--- src/rtl/dma_hs_pkg.sv ---
package dma_hs_pkg;
  typedef enum logic [1:0] {
    HS_IDLE  = 2'd0,
    HS_GRANT = 2'd1,
    HS_GAP   = 2'd2
  } hs_state_t;
endpackage

--- src/rtl/dma_hs_rst_sync.sv ---
module dma_hs_rst_sync (
  input  logic clk,
  input  logic rst_n,
  output logic rst_ni
);
  logic [1:0] rs_q;

  always_ff @(posedge clk or negedge rst_n) begin
    if (!rst_n) rs_q <= 2'b00;
    else        rs_q <= {rs_q[0], 1'b1};
  end

  assign rst_ni = rs_q[1];
endmodule

--- src/rtl/dma_hs_req_sync.sv ---
module dma_hs_req_sync #(
  parameter int STAGES = 2
) (
  input  logic clk,
  input  logic rst_ni,
  input  logic req_n,
  input  logic direct,
  output logic req_act
);
  logic [STAGES-1:0] stg_q;
  logic [STAGES-1:0] stg_d;

  generate
    for (genvar i = 0; i < STAGES; i++) begin : g_stage
      if (i == 0) begin : g_first
        assign stg_d[i] = ~req_n;
      end else begin : g_next
        assign stg_d[i] = stg_q[i-1];
      end
    end
  endgenerate

  always_ff @(posedge clk or negedge rst_ni) begin
    if (!rst_ni) stg_q <= '0;
    else         stg_q <= stg_d;
  end

  assign req_act = direct ? stg_q[0] : stg_q[STAGES-1];
endmodule

--- src/rtl/dma_hs_fsm.sv ---
module dma_hs_fsm
  import dma_hs_pkg::*;
#(
  parameter int WAIT_W = 3
) (
  input  logic              clk,
  input  logic              rst_ni,
  input  logic              req_act,
  input  logic              xfer_write,
  input  logic [WAIT_W-1:0] wait_states,
  input  logic              idle_gap_en,
  output logic              grant_n,
  output logic              rd_n,
  output logic              wr_n,
  output logic              done
);
  localparam int GL_W = WAIT_W + 2;
  localparam logic [GL_W-1:0] GL_MAX = {GL_W{1'b1}};

  hs_state_t         state_q, state_d;
  logic [WAIT_W-1:0] cnt_q, cnt_d;
  logic              cnt_en;
  logic              wr_q, wr_d;
  logic              gap_q, gap_d;
  logic              cfg_en;
  logic              done_q, done_d;

  always_comb begin
    state_d = state_q;
    cnt_d   = cnt_q;
    cnt_en  = 1'b0;
    cfg_en  = 1'b0;
    wr_d    = xfer_write;
    gap_d   = idle_gap_en;
    done_d  = 1'b0;
    unique case (state_q)
      HS_IDLE: begin
        if (req_act) begin
          state_d = HS_GRANT;
          cnt_d   = wait_states;
          cnt_en  = 1'b1;
          cfg_en  = 1'b1;
        end
      end
      HS_GRANT: begin
        if (cnt_q != '0) begin
          cnt_d  = cnt_q - 1'b1;
          cnt_en = 1'b1;
        end else if (!req_act) begin
          done_d  = 1'b1;
          state_d = gap_q ? HS_GAP : HS_IDLE;
        end
      end
      HS_GAP:  state_d = HS_IDLE;
      default: state_d = HS_IDLE;
    endcase
  end

  always_ff @(posedge clk or negedge rst_ni) begin
    if (!rst_ni) begin
      state_q <= HS_IDLE;
      cnt_q   <= '0;
      wr_q    <= 1'b0;
      gap_q   <= 1'b0;
      done_q  <= 1'b0;
    end else begin
      state_q <= state_d;
      done_q  <= done_d;
      if (cnt_en) cnt_q <= cnt_d;
      if (cfg_en) begin
        wr_q  <= wr_d;
        gap_q <= gap_d;
      end
    end
  end

  assign grant_n = (state_q != HS_GRANT);
  assign wr_n    = !((state_q == HS_GRANT) && wr_q);
  assign rd_n    = !((state_q == HS_GRANT) && !wr_q);
  assign done    = done_q;

  // Checking aids: grant-low cycle count and the wait value of the access
  logic [GL_W-1:0]   gl_q;
  logic [WAIT_W-1:0] wait_q;

  always_ff @(posedge clk or negedge rst_ni) begin
    if (!rst_ni) begin
      gl_q   <= '0;
      wait_q <= '0;
    end else begin
      if (state_q != HS_GRANT)  gl_q <= '0;
      else if (gl_q != GL_MAX)  gl_q <= gl_q + 1'b1;
      if (cfg_en) wait_q <= wait_states;
    end
  end

  assert_grant_needs_req_R2: assert property (@(posedge clk) disable iff (!rst_ni)
    $fell(grant_n) |-> $past(req_act));

  assert_min_low_R3: assert property (@(posedge clk) disable iff (!rst_ni)
    $rose(grant_n) |-> ($past(gl_q) >= GL_W'(wait_q)));

  assert_stretch_R4: assert property (@(posedge clk) disable iff (!rst_ni)
    (!grant_n && req_act) |=> !grant_n);

  assert_strobe_pair_R5: assert property (@(posedge clk) disable iff (!rst_ni)
    ((rd_n && wr_n) == grant_n) && (rd_n || wr_n));

  assert_done_edge_R6: assert property (@(posedge clk) disable iff (!rst_ni)
    done |-> $rose(grant_n));

  assert_idle_gap_R7: assert property (@(posedge clk) disable iff (!rst_ni)
    ($rose(grant_n) && gap_q) |=> grant_n);

  assert_dir_hold_R8: assert property (@(posedge clk) disable iff (!rst_ni)
    (!grant_n && $past(!grant_n)) |-> ($stable(rd_n) && $stable(wr_n)));
endmodule

--- src/rtl/dma_hs_ctrl.sv ---
module dma_hs_ctrl #(
  parameter int WAIT_W      = 3,
  parameter int SYNC_STAGES = 2
) (
  input  logic              clk,
  input  logic              rst_n,
  input  logic              req_n,
  input  logic              req_is_sync,
  input  logic              xfer_write,
  input  logic [WAIT_W-1:0] wait_states,
  input  logic              idle_gap_en,
  output logic              grant_n,
  output logic              rd_n,
  output logic              wr_n,
  output logic              done
);
  logic rst_ni;
  logic req_act;

  dma_hs_rst_sync u_rst (
    .clk    (clk),
    .rst_n  (rst_n),
    .rst_ni (rst_ni)
  );

  dma_hs_req_sync #(.STAGES(SYNC_STAGES)) u_req (
    .clk     (clk),
    .rst_ni  (rst_ni),
    .req_n   (req_n),
    .direct  (req_is_sync),
    .req_act (req_act)
  );

  dma_hs_fsm #(.WAIT_W(WAIT_W)) u_fsm (
    .clk         (clk),
    .rst_ni      (rst_ni),
    .req_act     (req_act),
    .xfer_write  (xfer_write),
    .wait_states (wait_states),
    .idle_gap_en (idle_gap_en),
    .grant_n     (grant_n),
    .rd_n        (rd_n),
    .wr_n        (wr_n),
    .done        (done)
  );
endmodule

--- config.mk ---
export PLATFORM = sky130hd
export DESIGN_NAME = dma_hs_ctrl
export DESIGN_NICKNAME = d
export VERILOG_FILES = /design/src/rtl/dma_hs_pkg.sv /design/src/rtl/dma_hs_rst_sync.sv /design/src/rtl/dma_hs_req_sync.sv /design/src/rtl/dma_hs_fsm.sv /design/src/rtl/dma_hs_ctrl.sv
export SDC_FILE = /design/constraint.sdc
export NUM_CORES = 1
export LEC_CHECK = 0
export ABC_CLOCK_PERIOD_IN_PS = 1380
export BUFFER_PORTS_ARGS = -buffer_cell sky130_fd_sc_hd__clkbuf_2
export CELL_PAD_IN_SITES_DETAIL_PLACEMENT = 1
export CELL_PAD_IN_SITES_GLOBAL_PLACEMENT = 2
export CORE_ASPECT_RATIO = 0.8
export CORE_MARGIN = 1
export CORE_UTILIZATION = 25
export DETAILED_ROUTE_END_ITERATION = 10
export PLACE_DENSITY_LB_ADDON = 0.1
export REMOVE_ABC_BUFFERS = 1
export SKIP_CTS_REPAIR_TIMING = 1
export SLEW_MARGIN = 10
export SYNTH_ARGS = -nofsm -noshare
export SYNTH_HDL_FRONTEND = slang
export SYNTH_HIERARCHICAL = 1
export SYNTH_SLANG_ARGS = --single-unit
--- constraint.sdc ---
create_clock -name clk -period 1.38 [get_ports clk]
set_clock_uncertainty 0.2 [all_clocks]
set_input_delay 0.138 -clock clk [delete_from_list [all_inputs] [get_ports clk]]
set_output_delay 0.138 -clock clk [all_outputs]
set_load 0.005 [all_outputs]
==> reports/summary.txt, run 1 <==
outcome - finished with violations
failing checks - negative hold slack, negative setup slack
min cycle time layout - 1.55 ns
worst hold slack - -0.0304 ns
Placer Congestion - 0.659
average wire per standard cell - 12.0 µm
Mapped Area - 581 µm²
Rows - 15
gr ovfl total - 0
Peak VDD IR - 858 µV
Port Buffers - 12
initial antenna violation count - 0
CP Class - reg -> reg
fmax - 0.643 GHz
dpl cells - 90
fin cells - 107
detailed-route wire length - 1290 µm
pwr/cell area - 2100 nW/µm²
Core Area - 2180 µm²
Startpoint Class - flip-flop
drt pass-1 iters - 4
share of cells above drive strength 1 - 57.3%
Max Slew Vio Count - 0
die area - 2520 µm²
endpoints failing hold - 11
sum of negative setup slack - -0.818 ns
post-synthesis register bit count - 12
cell leakage power - 0.457 nW
clock buffer count from CTS - 3
Worst Path Required - 1.33 ns
Avg Cell Area, Syn - 12.6 µm²
CTS Root Cell - clkbuf_4
clk sinks - 12
drt drc - 0
Starting Density - 26.7%
Crit Path Max Fanout - 6
# setup viols final - 8
CP Capture Type - flip-flop
Die Height - 45.1 µm
ratio of final minimum period to clock period - 113%
total number of vias - 455
# IOs - 13
HP Class - reg -> async
worst path arrival time - 1.50 ns
first-pass GRT wire length - 1920 µm
Critical Path Source - u_fsm/state_q[1]
unrepaired setup endpoints after global routing - yes
total track usage - 10.7%
Worst Setup Slack, final - -0.174 ns
largest net degree at the start of global routing - 11
clk buf depth - 2
Crit Reg-Reg Startpoint - u_fsm/state_q[1]
vias in the first global route - 436
antenna-violating nets left - 0
Synth warnings - 6
ANT cells - 0
maxcap violations - 0
die outline width - 55.9 µm
Worst-path clk slew - 0.07 ns
Iter 0 DRT Violations - 7
clock latency on the worst-skew pair - 0.27 ns
TritonCTS clock tree - yes
Yosys cell types - 26
pre-CTS setup slack - -0.173 ns
P&R area growth vs syn - 60.1%
Syn Inst Count - 46
sequential fraction of the synthesis area - 51.7%
post-DR vias/cell - 4.25
CTS HTree Levels - 1
nets - 94
==> cell type report <==
cell class                 instances  area, µm²
sequential                        12        303
timing repair buffer              34        265
inverter                           3       11.3
fill                             241       1250
tap                               25       31.3
multi-input combinational         29        283
clock buffer                       4       36.3
==> critical path: stages, from the launching register on <==
cell     delay [ns]
dfrtp_2        0.41
buf_6          0.13
nor3b_2        0.33
mux2_1         0.37
==> layer usage <==
metal / up-vias / share of wire, % / GRT usage, %
met5: - / 0 / 0
met4: 0 / 0 / 2.93
met3: 0 / 6.1 / 6.30
met2: 10 / 47 / 16.4
met1: 214 / 47 / 13.0
li1: 231 / - / -
==> layout by cell type, fill, tap and decap left out, drive strengths merged <==
cell type	count
a211o	1
a211oi	1
a21oi	2
a2bb2oi	1
a31oi	1
and2	1
and3b	1
buf	17
clkbuf	15
conb	1
dfrtp	12
dlygate4sd3	6
ha	2
inv	3
mux2	3
mux2i	1
nand2	1
nand2b	2
nand3b	2
nor2	2
nor2b	1
nor3	1
nor3b	2
o22ai	2
or2	1
==> synth_stat cells, drive strengths merged <==
cell | number | area [µm²]
or2 | 1 | 6.26
nor2 | 2 | 10.0
o22ai | 2 | 12.5
and3b | 1 | 8.76
a21oi | 2 | 10.0
mux2 | 3 | 37.5
a211o | 1 | 8.76
a2bb2oi | 1 | 8.76
dfrtp | 12 | 300
a31oi | 1 | 6.26
ha | 2 | 25.0
nor3 | 1 | 10.0
inv | 3 | 11.3
nand3b | 2 | 15.0
and2 | 1 | 6.26
a211oi | 1 | 12.5
nand2b | 2 | 20.0
conb | 1 | 3.75
mux2i | 1 | 10.0
buf | 2 | 22.5
nand2 | 1 | 3.75
nor3b | 2 | 25.0
nor2b | 1 | 6.26
==> sequential cells by signal, summed over array words and instances, names as in the netlist <==
| name | flops |
|---|---|
| u_req/stg_q | 2 |
| u_rst/rs_q | 2 |
| u_fsm/wr_q | 1 |
| u_fsm/done | 1 |
| u_fsm/gap_q | 1 |
| u_fsm/cnt_q | 3 |
| u_fsm/state_q | 2 |
==> metrics by stage <==
step / utilization [%] / cell area, µm² / total power, mW / hold WS [ns]
2_1_floorplan: - / 558 / 1.02 / -0.358
3_3_place_gp: 32.9 / 717 / 1.36 / -0.275
3_5_place_dp: 32.9 / 717 / 1.36 / -0.271
4_1_cts: 34.6 / 753 / 1.65 / -0.573
5_1_grt: 42.7 / 930 / 2.12 / 0.000150
6_report: 42.7 / 930 / 1.95 / -0.0304
==> path summary, 6_finish.rpt <==
check                                       to  slack [ns]  cells past startpoint
min in group clk                u_fsm/cnt_q[1]       -0.01                      3
worst min-delay path            u_req/stg_q[0]       -0.03                      0
worst min register to register  u_req/stg_q[0]       -0.03                      0
worst max register to register      u_fsm/wr_q       -0.17                      3
max in group asynchronous        u_rst/rs_q[1]        0.33                      3
worst max-delay path                u_fsm/wr_q       -0.17                      3
==> power by group <==
| group | switching [mW] | internal, mW | total (mW) |
|---|---|---|---|
| combinational | 0.444 | 0.674 | 1.12 |
| sequential | 0.0950 | 0.468 | 0.563 |
| clock | 0.111 | 0.160 | 0.271 |
| total | 0.650 | 1.30 | 1.95 |
==> cells by family after synthesis <==
group                      synth area share (%)
DFF                                        51.7
other                                     0.646
muxes                                      8.19
and+or+nand+nor                            19.2
adders and majority gates                  4.31
buffers and inverters                      5.82
AOI/OAI and AO/OA                          10.1
Power figures use the tool's default switching activity.
==> inputs of run 2 (changes only) <==
--- a/config.mk
+++ b/config.mk
@@ -13,9 +13,9 @@
 export CORE_MARGIN = 1
 export CORE_UTILIZATION = 25
 export DETAILED_ROUTE_END_ITERATION = 10
+export MAX_ROUTING_LAYER = met4
 export PLACE_DENSITY_LB_ADDON = 0.1
 export REMOVE_ABC_BUFFERS = 1
-export SKIP_CTS_REPAIR_TIMING = 1
 export SLEW_MARGIN = 10
 export SYNTH_ARGS = -nofsm -noshare
 export SYNTH_HDL_FRONTEND = slang
==> run 2 against run 1 <==
Hold slack got worse by 0.0031 ns. Largest cell class is now multi-input gates. Sequential power decreased by 1%. Die area unchanged. Flip-flop and latch count unchanged. Combinational power increased by 17%. Design area increased by 7.5%. Total power increased by 9.8%. The run still ends with negative hold slack, negative setup slack left.
==> reports/summary.txt, run 2 (same netlist as run 1, synthesis figures left out) <==
outcome - finished with violations
failing checks - negative hold slack, negative setup slack
total number of vias - 477
Iter 0 DRT Violations - 3
clock latency on the worst-skew pair - 0.27 ns
HP Class - reg -> async
first-pass GRT wire length - 2540 µm
share of cells above drive strength 1 - 61.9%
Worst-path clk slew - 0.07 ns
Post-Route Utilization - 45.9%
CP Capture Type - output pin
ratio of final minimum period to clock period - 109%
endpoints failing hold - 10
grt met2 use - 22.4%
# IOs - 13
antenna-violating nets left - 0
Placer Congestion - 0.665
clock buffer count from CTS - 3
TritonCTS clock tree - yes
worst hold slack - -0.0335 ns
max FFs per register - 3
detailed-route wire length - 1470 µm
Max Slew Vio Count - 0
die area - 2520 µm²
Switching Share - 34.0%
placed instance area - 717 µm²
gr ovfl total - 0
unrepaired setup endpoints after global routing - yes
Multi-input gate area - 318 µm²
P&R area growth vs syn - 72.2%
# setup viols final - 7
largest net degree at the start of global routing - 11
min cycle time layout - 1.51 ns
maxcap violations - 0
Largest Register - u_fsm/cnt_q
most common cell after layout, fill and taps aside - clkbuf_2
Port Buffers - 12
NetSw - 0.729 mW
Starting Density - 26.7%
Flop pwr share - 25.9%
Startpoint Class - flip-flop
vias in the first global route - 532
post-DR vias/cell - 4.38
Comb pwr share - 61.3%
CTS Root Cell - clkbuf_4
clk sinks - 12
CTS HTree Levels - 1
Tot Pwr - 2.14 mW
clk buf depth - 2
Reg area - 303 µm²
Peak VDD IR - 920 µV
worst path arrival time - 1.17 ns
die outline width - 55.9 µm
drt pass-1 iters - 4
drt drc - 0
initial antenna violation count - 0
commonest non-fill, non-tap cells in the layout - clkbuf_2, dfrtp_1, buf_4, buf_6, dlygate4sd3_1
total track usage - 14.7%
fmax - 0.664 GHz
ANT cells - 0
pwr/cell area - 2140 nW/µm²
CP Class - reg -> out
P_int - 1.41 mW
fill cell count - 233
nets - 96
GRT met3 Usage - 6.30%
fin cells - 109
Crit Path Max Fanout - 3
post-route cell area - 1000 µm²
Worst Setup Slack, final - -0.126 ns
cell leakage power - 0.485 nW
Worst Path Required - 1.04 ns
Die Height - 45.1 µm
layer with the highest usage - met2
clock share of power - 12.8%
average wire per standard cell - 13.4 µm
Rows - 15
dpl cells - 90
met1 global-route usage - 18.4%
Core Area - 2180 µm²
==> run 2: changes by cell type in the layout (fill, tap and decap cells not counted), moves of 2 or more <==
cell    delta
buf_4      -3
mux2_4     +2
mux2_1     -2
buf_6      +2
==> run 2: metrics by stage <==
| step | hold slack, ns | TNS [ns] | setup WS, ns |
|---|---|---|---|
| after floorplan | -0.358 | -0.184 | -0.0577 |
| after global placement | -0.275 | -0.508 | -0.106 |
| after detailed placement | -0.271 | -0.664 | -0.173 |
| after CTS | -0.0102 | -0.608 | -0.133 |
| after global routing | 0.0243 | -1.03 | -0.173 |
| final | -0.0335 | -0.606 | -0.126 |
==> run 2: layer usage <==
metal / wire length [µm] / vias to the layer above
met5: 0 / -
met4: 0 / 0
met3: 78 / 0
met2: 711 / 10
met1: 675 / 233
li1: - / 234
==> run 2: path summary, 6_finish.rpt <==
check,start,endpoint,slack (ns),cells past startpoint
min in group clk,wait_states[0],u_fsm/cnt_q[0],0.07,4
hold reg to reg,u_rst/rs_q[1],u_fsm/gap_q,-0.03,0
setup reg to reg,u_fsm/state_q[0],u_fsm/wr_q,-0.11,3
setup / recovery,u_fsm/state_q[1],rd_n,-0.13,3
hold / removal,u_rst/rs_q[1],u_fsm/gap_q,-0.03,0
max in group asynchronous,rst_n,u_rst/rs_q[1],0.33,3
==> run 2: area by class of cell <==
cell class	count	share of cell area [%]
multi-input cells	29	31.8
inverters	3	1.13
repair buffers	36	30.0
flip-flops and latches	12	30.3
well taps	25	3.13
clock buffers	4	3.63
==> run 2: power groups by stage <==
stage               combinational, mW  sequential, mW  clock (mW)
floorplan                       0.466           0.557           0
CTS                              1.26           0.553       0.288
global placement                0.796           0.563           0
global route                     1.44           0.569       0.305
detailed placement              0.801           0.561           0
finish                           1.31           0.556       0.275
==> run 2: critical path, stage by stage, from the launching register on <==
cell and delay, ns:
dfrtp_2 0.43, nand2b_4 0.15, or2_4 0.21, clkbuf_2 0.11
==> run 2: what timing repair did <==
item                                    4_1_cts  5_1_grt
setup buffers                                 8        1
resized for setup                            24        3
endpoints found under the hold margin        17        0
hold buffers                                  7        0
endpoints found under the setup margin        9        9
pin swaps                                     7        2
==> inputs of run 3 (changes only) <==
--- a/config.mk
+++ b/config.mk
@@ -15,7 +15,6 @@
 export DETAILED_ROUTE_END_ITERATION = 10
 export MAX_ROUTING_LAYER = met4
 export PLACE_DENSITY_LB_ADDON = 0.1
-export REMOVE_ABC_BUFFERS = 1
 export SLEW_MARGIN = 10
 export SYNTH_ARGS = -nofsm -noshare
 export SYNTH_HDL_FRONTEND = slang
==> run 3 against run 2 <==
The flow still finishes with violations (negative hold slack, negative setup slack). Flip-flop and latch count did not move. Global-route usage is 0.36 points lower. Count of clock-buffer cells in the layout stayed put. Critical endpoint is now grant_n. Via count is 0.42% lower. Critical path type unchanged. Total power grew 0.92%. Setup slack worse by 0.024 ns.
==> reports/summary.txt, run 3 (same netlist as run 1, synthesis figures left out) <==
P&R area growth vs syn - 71.3%
initial antenna violation count - 0
slowest cell on the critical path - dfrtp_2
total track usage - 14.3%
endpoints failing hold - 10
Crit Path Max Fanout - 3
Max Slew Vio Count - 0
clk sinks - 12
# setup viols final - 10
die outline width - 55.9 µm
reg2reg setup slack - -0.09 ns
Peak VDD IR - 1060 µV
met1 global-route usage - 17.8%
vias in the first global route - 532
ANT cells - 0
nets - 98
Placer Congestion - 0.661
HP Class - reg -> async
cell leakage power - 0.483 nW
Crit path largest cell delay - 0.42 ns
fmax - 0.654 GHz
total number of vias - 475
drt drc - 0
Critical Path Source - u_fsm/state_q[1]
commonest non-fill, non-tap cells in the layout - buf_4, clkbuf_2, dfrtp_1
TritonCTS clock tree - yes
drt pass-1 iters - 4
unrepaired setup endpoints after global routing - yes
Port Buffers - 12
Worst-path clk slew - 0.07 ns
failing checks - negative hold slack, negative setup slack
average wire per standard cell - 13.6 µm
pwr/cell area - 2170 nW/µm²
gr ovfl total - 0
CTS HTree Levels - 1
Worst Setup Slack, final - -0.150 ns
antenna-violating nets left - 0
clk buf depth - 2
Starting Density - 26.7%
Largest Register - u_fsm/cnt_q
Startpoint Class - flip-flop
ratio of final minimum period to clock period - 111%
Post-Route Utilization - 45.7%
max FFs per register - 3
maxcap violations - 0
DP HPWL - 929 µm
Tot Pwr - 2.16 mW
CTS Root Cell - clkbuf_4
# IOs - 13
die area - 2520 µm²
grt met2 use - 23.4%
CP Capture Type - output pin
worst hold slack - -0.0242 ns
min cycle time layout - 1.53 ns
outcome - finished with violations
Crit Reg-Reg Endpoint - u_fsm/gap_q
largest net degree at the start of global routing - 11
share of cells above drive strength 1 - 62.8%
Rows - 15
clock buffer count from CTS - 3
fill cell count - 234
sum of negative setup slack - -0.748 ns
Iter 0 DRT Violations - 4
Worst Setup EP - grant_n
most common cell after layout, fill and taps aside - buf_4
layer with the highest usage - met2
post-DR vias/cell - 4.28
Crit Reg-Reg Startpoint - u_req/stg_q[0]
detailed-route wire length - 1510 µm
GRT met3 Usage - 4.58%
first-pass GRT wire length - 2540 µm
worst path arrival time - 1.19 ns
Mapped Nets - 57
Die Height - 45.1 µm
worst-path cell chain - nand2b_4, buf_12, buf_6, clkbuf_2
Core Area - 2180 µm²
Worst Path Required - 1.04 ns
pre-CTS setup slack - -0.0852 ns
clock latency on the worst-skew pair - 0.27 ns
worst-case reg-to-reg path depth - 3
CP Class - reg -> out
[run 3: what timing repair did]
action                     4_1_cts  5_1_grt
gates resized for setup         11        2
setup buffers                    5        2
pin swaps                        6        0
hold buffers                     7        0
setup endpoints to repair       10       10
hold endpoints to repair        17        0
[run 3: critical path, delay by kind of cell (launching register included)]
| kind | cells | cell delay (ns) |
|---|---|---|
| flip-flops | 1 | 0.42 |
| AND/OR/NAND/NOR | 1 | 0.17 |
| buffers and inverters | 3 | 0.33 |
[run 3: final cells by class]
class	count	area (µm²)	share of cell area (%)
Clock buffer	4	36.3	3.65
Tap cell	25	31.3	3.14
Timing Repair Buffer	38	293	29.4
Sequential cell	12	303	30.4
Multi-Input combinational cell	29	320	32.2
Inverter	3	11.3	1.13
[run 3: worst min-delay path by stage]
stage / start / end / slack (ns) / cells past startpoint
global route: u_rst/rs_q[1] / u_fsm/gap_q / 0.02 / 0
CTS: u_rst/rs_q[1] / u_req/stg_q[0] / -0.01 / 0
global placement: rst_n / u_rst/rs_q[1] / -0.28 / 1
finish: u_rst/rs_q[1] / u_fsm/done / -0.02 / 0
floorplan: rst_n / u_rst/rs_q[0] / -0.36 / 0
detailed placement: rst_n / u_rst/rs_q[1] / -0.27 / 1
[run 3: power by group]
part	internal, mW	switching (mW)	leakage, nW
clock network	0.160	0.115	0.0210
registers	0.468	0.117	0.141
logic	0.790	0.513	0.321
[run 3: stage by stage]
stage	std cells	cell area (µm²)
global route	111	995
detailed placement	93	763
global placement	93	763
floorplan	46	604
CTS	109	968
finish	111	995
[run 3: routing by layer]
metal	routed length (µm)	vias up
met1	684	228
met2	751	11
met3	68	0
li1	-	236
met5	0	-
met4	0	0
